$ cat config.mk
export PLATFORM = sky130hd
export DESIGN_NAME = chunk_remapper
export DESIGN_NICKNAME = d
export VERILOG_FILES = /design/src/rtl/remap_pkg.sv /design/src/rtl/remap_lfsr.sv /design/src/rtl/remap_table.sv /design/src/rtl/remap_locks.sv /design/src/rtl/remap_seq.sv /design/src/rtl/chunk_remapper.sv
export SDC_FILE = /design/constraint.sdc
export NUM_CORES = 1
export LEC_CHECK = 0
export BUFFER_PORTS_ARGS = -buffer_cell sky130_fd_sc_hd__buf_2
export CORE_ASPECT_RATIO = 1.75
export CORE_MARGIN = 1.5
export CORE_UTILIZATION = 55
export DETAILED_ROUTE_END_ITERATION = 16
export GPL_ROUTABILITY_DRIVEN = 0
export PLACE_DENSITY = 0.74
export SETUP_SLACK_MARGIN = 0.15
export SYNTH_ARGS = -nofsm -noshare
export SYNTH_HDL_FRONTEND = slang
export SYNTH_SLANG_ARGS = --single-unit
$ cat constraint.sdc
create_clock -name clk -period 8.4 [get_ports clk]
set_clock_uncertainty 0.1 [all_clocks]
set_input_delay 0.42 -clock clk [delete_from_list [all_inputs] [get_ports clk]]
set_output_delay 0.42 -clock clk [all_outputs]
set_load 0.05 [all_outputs]
$ cat src/rtl/remap_pkg.sv
package remap_pkg;
  typedef enum logic [1:0] {
    EV_FILL  = 2'd0,
    EV_WRITE = 2'd1,
    EV_EVICT = 2'd2,
    EV_NONE  = 2'd3
  } ev_kind_e;

  typedef enum logic {
    SQ_IDLE = 1'b0,
    SQ_PERM = 1'b1
  } seq_state_e;
endpackage

$ cat src/rtl/remap_lfsr.sv
module remap_lfsr #(
  parameter int          LW   = 16,
  parameter logic [15:0] TAPS = 16'hB400,
  parameter logic [15:0] SEED = 16'hACE1
) (
  input  logic          clk,
  input  logic          rst_n,
  input  logic          adv,
  output logic [LW-1:0] state
);
  logic [LW-1:0] st_q, st_d;

  always_comb begin
    st_d = st_q;
    if (adv) st_d = {1'b0, st_q[LW-1:1]} ^ (st_q[0] ? TAPS[LW-1:0] : '0);
  end

  always_ff @(posedge clk or negedge rst_n) begin
    if (!rst_n) st_q <= SEED[LW-1:0];
    else        st_q <= st_d;
  end

  assign state = st_q;


  lfsr_nonzero_chk: assert property (@(posedge clk) disable iff (!rst_n)
    st_q != '0);
endmodule

$ cat src/rtl/remap_table.sv
module remap_table #(
  parameter int NBLK = 16,
  localparam int IW  = $clog2(NBLK)
) (
  input  logic          clk,
  input  logic          rst_n,
  input  logic          swap_en,
  input  logic [IW-1:0] swap_a,
  input  logic [IW-1:0] swap_b,
  input  logic [IW-1:0] rd_idx,
  output logic [IW-1:0] rd_slot,
  output logic [IW-1:0] slot_a,
  output logic [IW-1:0] slot_b
);
  logic [IW-1:0] map_q [NBLK];
  logic [IW-1:0] map_d [NBLK];

  always_comb begin
    for (int k = 0; k < NBLK; k++) map_d[k] = map_q[k];
    if (swap_en) begin
      map_d[swap_a] = map_q[swap_b];
      map_d[swap_b] = map_q[swap_a];
    end
  end

  generate
    for (genvar g = 0; g < NBLK; g++) begin : g_ent
      always_ff @(posedge clk or negedge rst_n) begin
        if (!rst_n)       map_q[g] <= IW'(g);
        else if (swap_en) map_q[g] <= map_d[g];
      end
    end
  endgenerate

  assign rd_slot = map_q[rd_idx];
  assign slot_a  = map_q[swap_a];
  assign slot_b  = map_q[swap_b];

  logic [NBLK-1:0] seen;
  always_comb begin
    seen = '0;
    for (int k = 0; k < NBLK; k++) seen[map_q[k]] = 1'b1;
  end


  bijection_chk: assert property (@(posedge clk) disable iff (!rst_n)
    &seen);
endmodule

$ cat src/rtl/remap_locks.sv
module remap_locks #(
  parameter int NBLK = 16,
  localparam int IW  = $clog2(NBLK)
) (
  input  logic          clk,
  input  logic          rst_n,
  input  logic          set_en,
  input  logic [IW-1:0] set_idx,
  input  logic          clr_all,
  input  logic [IW-1:0] chk_idx,
  output logic          chk_locked
);
  logic [NBLK-1:0] lock_q, lock_d;

  always_comb begin
    lock_d = lock_q;
    if (clr_all) lock_d = '0;
    if (set_en)  lock_d[set_idx] = 1'b1;
  end

  always_ff @(posedge clk or negedge rst_n) begin
    if (!rst_n)                lock_q <= '0;
    else if (set_en || clr_all) lock_q <= lock_d;
  end

  assign chk_locked = lock_q[chk_idx];


  lock_set_chk: assert property (@(posedge clk) disable iff (!rst_n)
    set_en |=> lock_q[$past(set_idx)]);

  lock_clear_chk: assert property (@(posedge clk) disable iff (!rst_n)
    (clr_all && !set_en) |=> (lock_q == '0));
endmodule

$ cat src/rtl/remap_seq.sv
module remap_seq #(
  parameter int NBLK = 16,
  parameter int RW   = 8,
  localparam int IW  = $clog2(NBLK),
  localparam int PW  = RW + IW + 1
) (
  input  logic          clk,
  input  logic          rst_n,
  input  logic          start,
  input  logic [RW-1:0] rnd,
  output logic          busy,
  output logic          last,
  output logic [IW-1:0] step,
  output logic [IW-1:0] pick
);
  import remap_pkg::*;

  seq_state_e    st_q, st_d;
  logic [IW-1:0] step_q, step_d;
  logic [PW-1:0] prod;

  always_comb begin
    st_d   = st_q;
    step_d = step_q;
    case (st_q)
      SQ_IDLE: if (start) begin
        st_d   = SQ_PERM;
        step_d = IW'(NBLK - 1);
      end
      SQ_PERM: begin
        if (step_q == IW'(1)) st_d = SQ_IDLE;
        else                  step_d = step_q - IW'(1);
      end
      default: st_d = SQ_IDLE;
    endcase
  end

  always_ff @(posedge clk or negedge rst_n) begin
    if (!rst_n) begin
      st_q   <= SQ_IDLE;
      step_q <= '0;
    end else begin
      st_q   <= st_d;
      step_q <= step_d;
    end
  end

  // scaled random pick in 0..step: (rnd * (step+1)) >> RW
  always_comb prod = PW'(rnd) * (PW'(step_q) + PW'(1));

  assign busy = (st_q == SQ_PERM);
  assign last = busy && (step_q == IW'(1));
  assign step = step_q;
  assign pick = IW'(prod >> RW);


  pick_range_chk: assert property (@(posedge clk) disable iff (!rst_n)
    busy |-> (pick <= step_q));

  step_down_chk: assert property (@(posedge clk) disable iff (!rst_n)
    (busy && step_q != IW'(1)) |=> (busy && step_q == $past(step_q) - IW'(1)));

  step_init_chk: assert property (@(posedge clk) disable iff (!rst_n)
    $rose(busy) |-> (step_q == IW'(NBLK - 1)));
endmodule

$ cat src/rtl/chunk_remapper.sv
module chunk_remapper #(
  parameter int          NBLK = 16,
  parameter int          RW   = 8,
  parameter int          LW   = 16,
  parameter logic [15:0] TAPS = 16'hB400,
  parameter logic [15:0] SEED = 16'hACE1,
  localparam int         IW   = $clog2(NBLK)
) (
  input  logic          clk,
  input  logic          rst_n,
  input  logic          ev_valid,
  input  logic [1:0]    ev_kind,
  input  logic [IW-1:0] ev_idx,
  input  logic [IW-1:0] tr_idx,
  output logic [IW-1:0] tr_slot,
  output logic          tr_ready,
  output logic          busy,
  output logic          rl_valid,
  output logic [IW-1:0] rl_idx_a,
  output logic [IW-1:0] rl_idx_b,
  output logic [IW-1:0] rl_slot_a,
  output logic [IW-1:0] rl_slot_b
);
  import remap_pkg::*;

  // asynchronous assert, synchronous release
  logic [1:0] rsync_q;
  always_ff @(posedge clk or negedge rst_n) begin
    if (!rst_n) rsync_q <= '0;
    else        rsync_q <= {rsync_q[0], 1'b1};
  end
  logic rst_i_n;
  assign rst_i_n = rsync_q[1];

  ev_kind_e      kind;
  logic          accept, set_en, start, locked, last;
  logic [IW-1:0] step, pick;
  logic [LW-1:0] rnd_state;

  assign kind   = ev_kind_e'(ev_kind);
  assign accept = ev_valid && !busy;
  assign set_en = accept && (kind == EV_FILL || kind == EV_WRITE);
  assign start  = accept && (kind == EV_EVICT) && locked;

  // LFSR runs every cycle so the swap choices also depend on idle timing
  remap_lfsr #(.LW(LW), .TAPS(TAPS), .SEED(SEED)) u_lfsr (
    .clk(clk), .rst_n(rst_i_n), .adv(1'b1), .state(rnd_state)
  );

  remap_seq #(.NBLK(NBLK), .RW(RW)) u_seq (
    .clk(clk), .rst_n(rst_i_n), .start(start), .rnd(rnd_state[RW-1:0]),
    .busy(busy), .last(last), .step(step), .pick(pick)
  );

  remap_locks #(.NBLK(NBLK)) u_locks (
    .clk(clk), .rst_n(rst_i_n), .set_en(set_en), .set_idx(ev_idx),
    .clr_all(last), .chk_idx(ev_idx), .chk_locked(locked)
  );

  remap_table #(.NBLK(NBLK)) u_tab (
    .clk(clk), .rst_n(rst_i_n), .swap_en(busy), .swap_a(step), .swap_b(pick),
    .rd_idx(tr_idx), .rd_slot(tr_slot), .slot_a(rl_slot_a), .slot_b(rl_slot_b)
  );

  assign tr_ready = !busy;
  assign rl_valid = busy && (pick != step);
  assign rl_idx_a = step;
  assign rl_idx_b = pick;


  start_busy_chk: assert property (@(posedge clk) disable iff (!rst_i_n)
    start |=> busy);

  rl_in_perm_chk: assert property (@(posedge clk) disable iff (!rst_i_n)
    rl_valid |-> busy);

  no_start_unlocked_chk: assert property (@(posedge clk) disable iff (!rst_i_n)
    (accept && kind == EV_EVICT && !locked) |=> !busy);
endmodule

==> results.txt <==
- For this design, the slowest cell found on the critical path is dfrtp_1.
- Antenna-violating nets left: 0
* Placed cells: 922
* Fillers: 1156
- Delay of the slowest cell on the worst path: 1020 ps
- The tree is rooted in a clkbuf_16.
- The synthesized design contains 0 enable-type register cells.
- Number of library cell types mapped by synthesis: 67
- After clock tree synthesis, the flow added hold-fix buffers numbering 1.
* Number of DRC violations after detailed routing: 0
- Crit Path Class: flip-flop to output pin
* Kind of capture point of the worst setup path: output pin
* CP startpoint kind: flip-flop
- Count of cells along the worst register-to-register path: 16
- Placed cell areas: 0.008026 mm²
- The die covers 0.01481 mm².
- The mapped netlist covers 0.007734 mm².
- CTS H-tree lvls: 3
- The number of antenna violations at the first check in global routing is 1.
- Portion of the post-synthesis area used by sequential elements: 0.3398
- During I/O placement, the number of pins put on the boundary was 36.
* First-pass GRT wire length: 40.74 mm
* Area share of the leading cell type in the synthesized netlist: 0.2039
* Resized cells post-CTS: 0
- Worst rel slew slack: 0.05559
- For this run, the number of standard cells in the final layout without fillers is 940.
- Leakage Power: 3.451 nW
- In this design, the critical path's most frequently occurring cell is inv_1.
- Final Cell Area: 0.008318 mm²
- After synthesis the netlist holds a flip-flop and latch count of 103.
- Final routed wirelength across all metal layers: 26.28 mm
- The net count of the finished layout is 808.
- Least-Margin Pin Slew: 1414 ps
* CTS tree: built
- Clock input transition at the sequential cells of the worst setup and hold paths: 80 ps
- Power spread over the standard cell area amounts to 363.9 mW/mm².
- Final hold violation count: 0
- Cells along the critical path: xor2_1 > nand2b_1 > fa_1 > inv_1 > fa_1 > inv_1 > fa_1 > inv_1 > ha_1 > nand3_1 > and2_1 > nand3_1 > a22o_1 > buf_4 > inv_2 > mux2i_1 > mux2i_1 > a211oi_2 > inv_1 > buf_2
* Routed wire per std cell: 27.96 µm
* CP required: 7880 ps
- A synthesized cell averages 10.42 µm².
- IR analysis of the VDD net gives a maximum drop of 0.0002861 V.
- Minimum setup slack among reg-to-reg paths: 1310 ps
* Number of detailed-routing iterations run before antenna repair: 7
- The count of buffers added on input and output ports is 35.
- Horizontal die dimension: 92.64 µm
- The total count of max-transition violations in the final report came to 0.
* Vias per cell: 7.460
* Number of cells produced by synthesis: 742
* Count of final setup violators: 0
- Synthesized netlist net count: 793
- Dpl hpwl: 18.94 mm
* Leading cell types by count after synthesis: 68 x nor2_1, 63 x dfrtp_1, 58 x nand2_1
- The flow ran to the end, and the final reports show no timing, DRC or antenna violations.
- The synthesized design spends more area on one cell type than any other, namely dfrtp_1.
- Starting utilization of the core area: 0.5590
- The min-delay analysis places its worst path in the category flip-flop to async pin.
- Clock buffers created by TritonCTS: 9
- Cell types with the largest area share after synthesis: dfrtp_1 20%, dfstp_2 14%, mux4_2 13%
- Compared with the post-synthesis result, the final layout area differs by 7.555%.
* Clock latency on the worst-skew pair: 360 ps
* Setup repair after global routing missed its margin: false
- The floorplan has 57 rows.
* Via total after detailed routing: 7012
* Setup Total Neg Slack: 0 ps
* Time the worst path needs with I/O delays and setup: 7303 ps
- The floorplan step set the die height to 159.9 µm.
* Maximum root-to-sink buffer count: 2
- Synth Warn #: 0
- The total area inside the core boundary comes to 0.01384 mm².
- Based on the critical path, the design can be clocked at up to 0.1369 GHz.
- For this run, asynchronously set or reset flops after synthesis account for 1.000.
- In the global route stage, overall resource usage came out at 0.3710.
* Remaining global-route overflow: 0
- Once the clock tree was built, the setup fixing pass inserted 0 buffers.
- The detailed router finished its first iteration with 1137 violations.
- Number of violations of the max-capacitance limit: 0
* Worst Path Arrival: 6780 ps
* Maximum number of pins on one net before global-route repair: 68
- Of the available clock period, the critical path in the final layout requires 0.8694.
- Fraction of layout instances using a drive strength above 1: 0.2454
- The tree built by TritonCTS fans out to 103 sinks.
- Worst-case setup slack after placement: 1642 ps
* Most frequent cell after synthesis: nor2_1
- Of all nets on the critical path, the largest fanout is 27.
- The via count of the first global-routing pass is 7071.
- The worst path meets setup with 1097 ps of slack.
- Leading register cell type out of synthesis: dfrtp_1
==> layout make-up <==
class	instances	area, µm²	share of cell area
repair buffers	54	320.3	0.03851
clock inverters	7	53.80	0.006468
inverters	57	214.0	0.02572
clock buffers	9	225.2	0.02708
well taps	177	221.5	0.02662
diodes	1	2.502	0.0003008
flip-flops and latches	103	2631	0.3163
multi-input cells	532	4649	0.5590
==> layer usage <==
| metal | GRT usage | up-vias | wire length (µm) |
|---|---|---|---|
| li1 | - | 2850 | - |
| met1 | 0.4075 | 3381 | 8240 |
| met2 | 0.6116 | 564 | 12450 |
| met3 | 0.09476 | 217 | 2715 |
| met4 | 0.2693 | 0 | 2875 |
| met5 | 0 | - | 0 |
==> critical path, delay by kind of cell (launching register included) <==
kind / cells / cell delay [ps]
adder cells (fa/ha/maj): 4 / 1910
buffers and inverters: 7 / 1080
flip-flops: 1 / 1020
AND/OR/NAND/NOR: 4 / 940
AO/OA/AOI/OAI: 2 / 660
multiplexers: 2 / 400
XOR/XNOR: 1 / 390
==> sequential cells by signal, indices dropped and copies added, names as in the netlist <==
name	flops
u_locks.lock_q	16
u_lfsr.state	16
u_seq.step	4
rsync_q	2
u_seq.busy	1
u_tab.map_q	64
==> cell families after synthesis <==
logic type	after synthesis	synth area share
AOI/OAI and AO/OA	185	0.2000
buffers and inverters	107	0.05905
and+or+nand+nor	228	0.1442
muxes	65	0.1582
DFF	103	0.3398
adders and majority gates	38	0.07701
xor gates and xnor gates	15	0.02136
other	1	0.0004849
==> metrics by stage <==
step	power, mW	hold slack (ps)	utilization
5_1_grt	3.108	219.3	0.6012
3_5_place_dp	2.527	107.0	0.5801
6_report	3.027	172.3	0.6012
3_3_place_gp	2.482	104.5	0.5801
4_1_cts	2.939	186.6	0.6010
2_1_floorplan	2.033	24.41	-
==> path summary, 6_finish.rpt <==
kind	startpoint	to
max	u_seq.step[3]	rl_slot_b[3]
min in group clk	rsync_q[0]	rsync_q[1]
min reg2reg	rsync_q[1]	u_tab.map_q[22]
max in group asynchronous	rsync_q[1]	u_locks.lock_q[0]
min	rsync_q[1]	u_tab.map_q[22]
max reg2reg	u_seq.step[3]	u_tab.map_q[41]
==> power breakdown <==
part	internal [mW]	leakage (nW)	switching (mW)	total (mW)
Clock	0.205	0.134	0.205	0.410
Combinational	0.575	2.14	1.02	1.60
Sequential	0.744	1.17	0.274	1.02
==> cells in the final DEF, fill, tap and decap left out, types with 22 or more instances in the layout <==
cell type  instances
a221oi_1          46
nor2_1            68
mux4_2            45
ha_1              22
dfrtp_1           62
a21oi_1           24
inv_1             53
nand2_1           58
buf_2             35
dfstp_2           40
(Power assumes the default switching activity.)
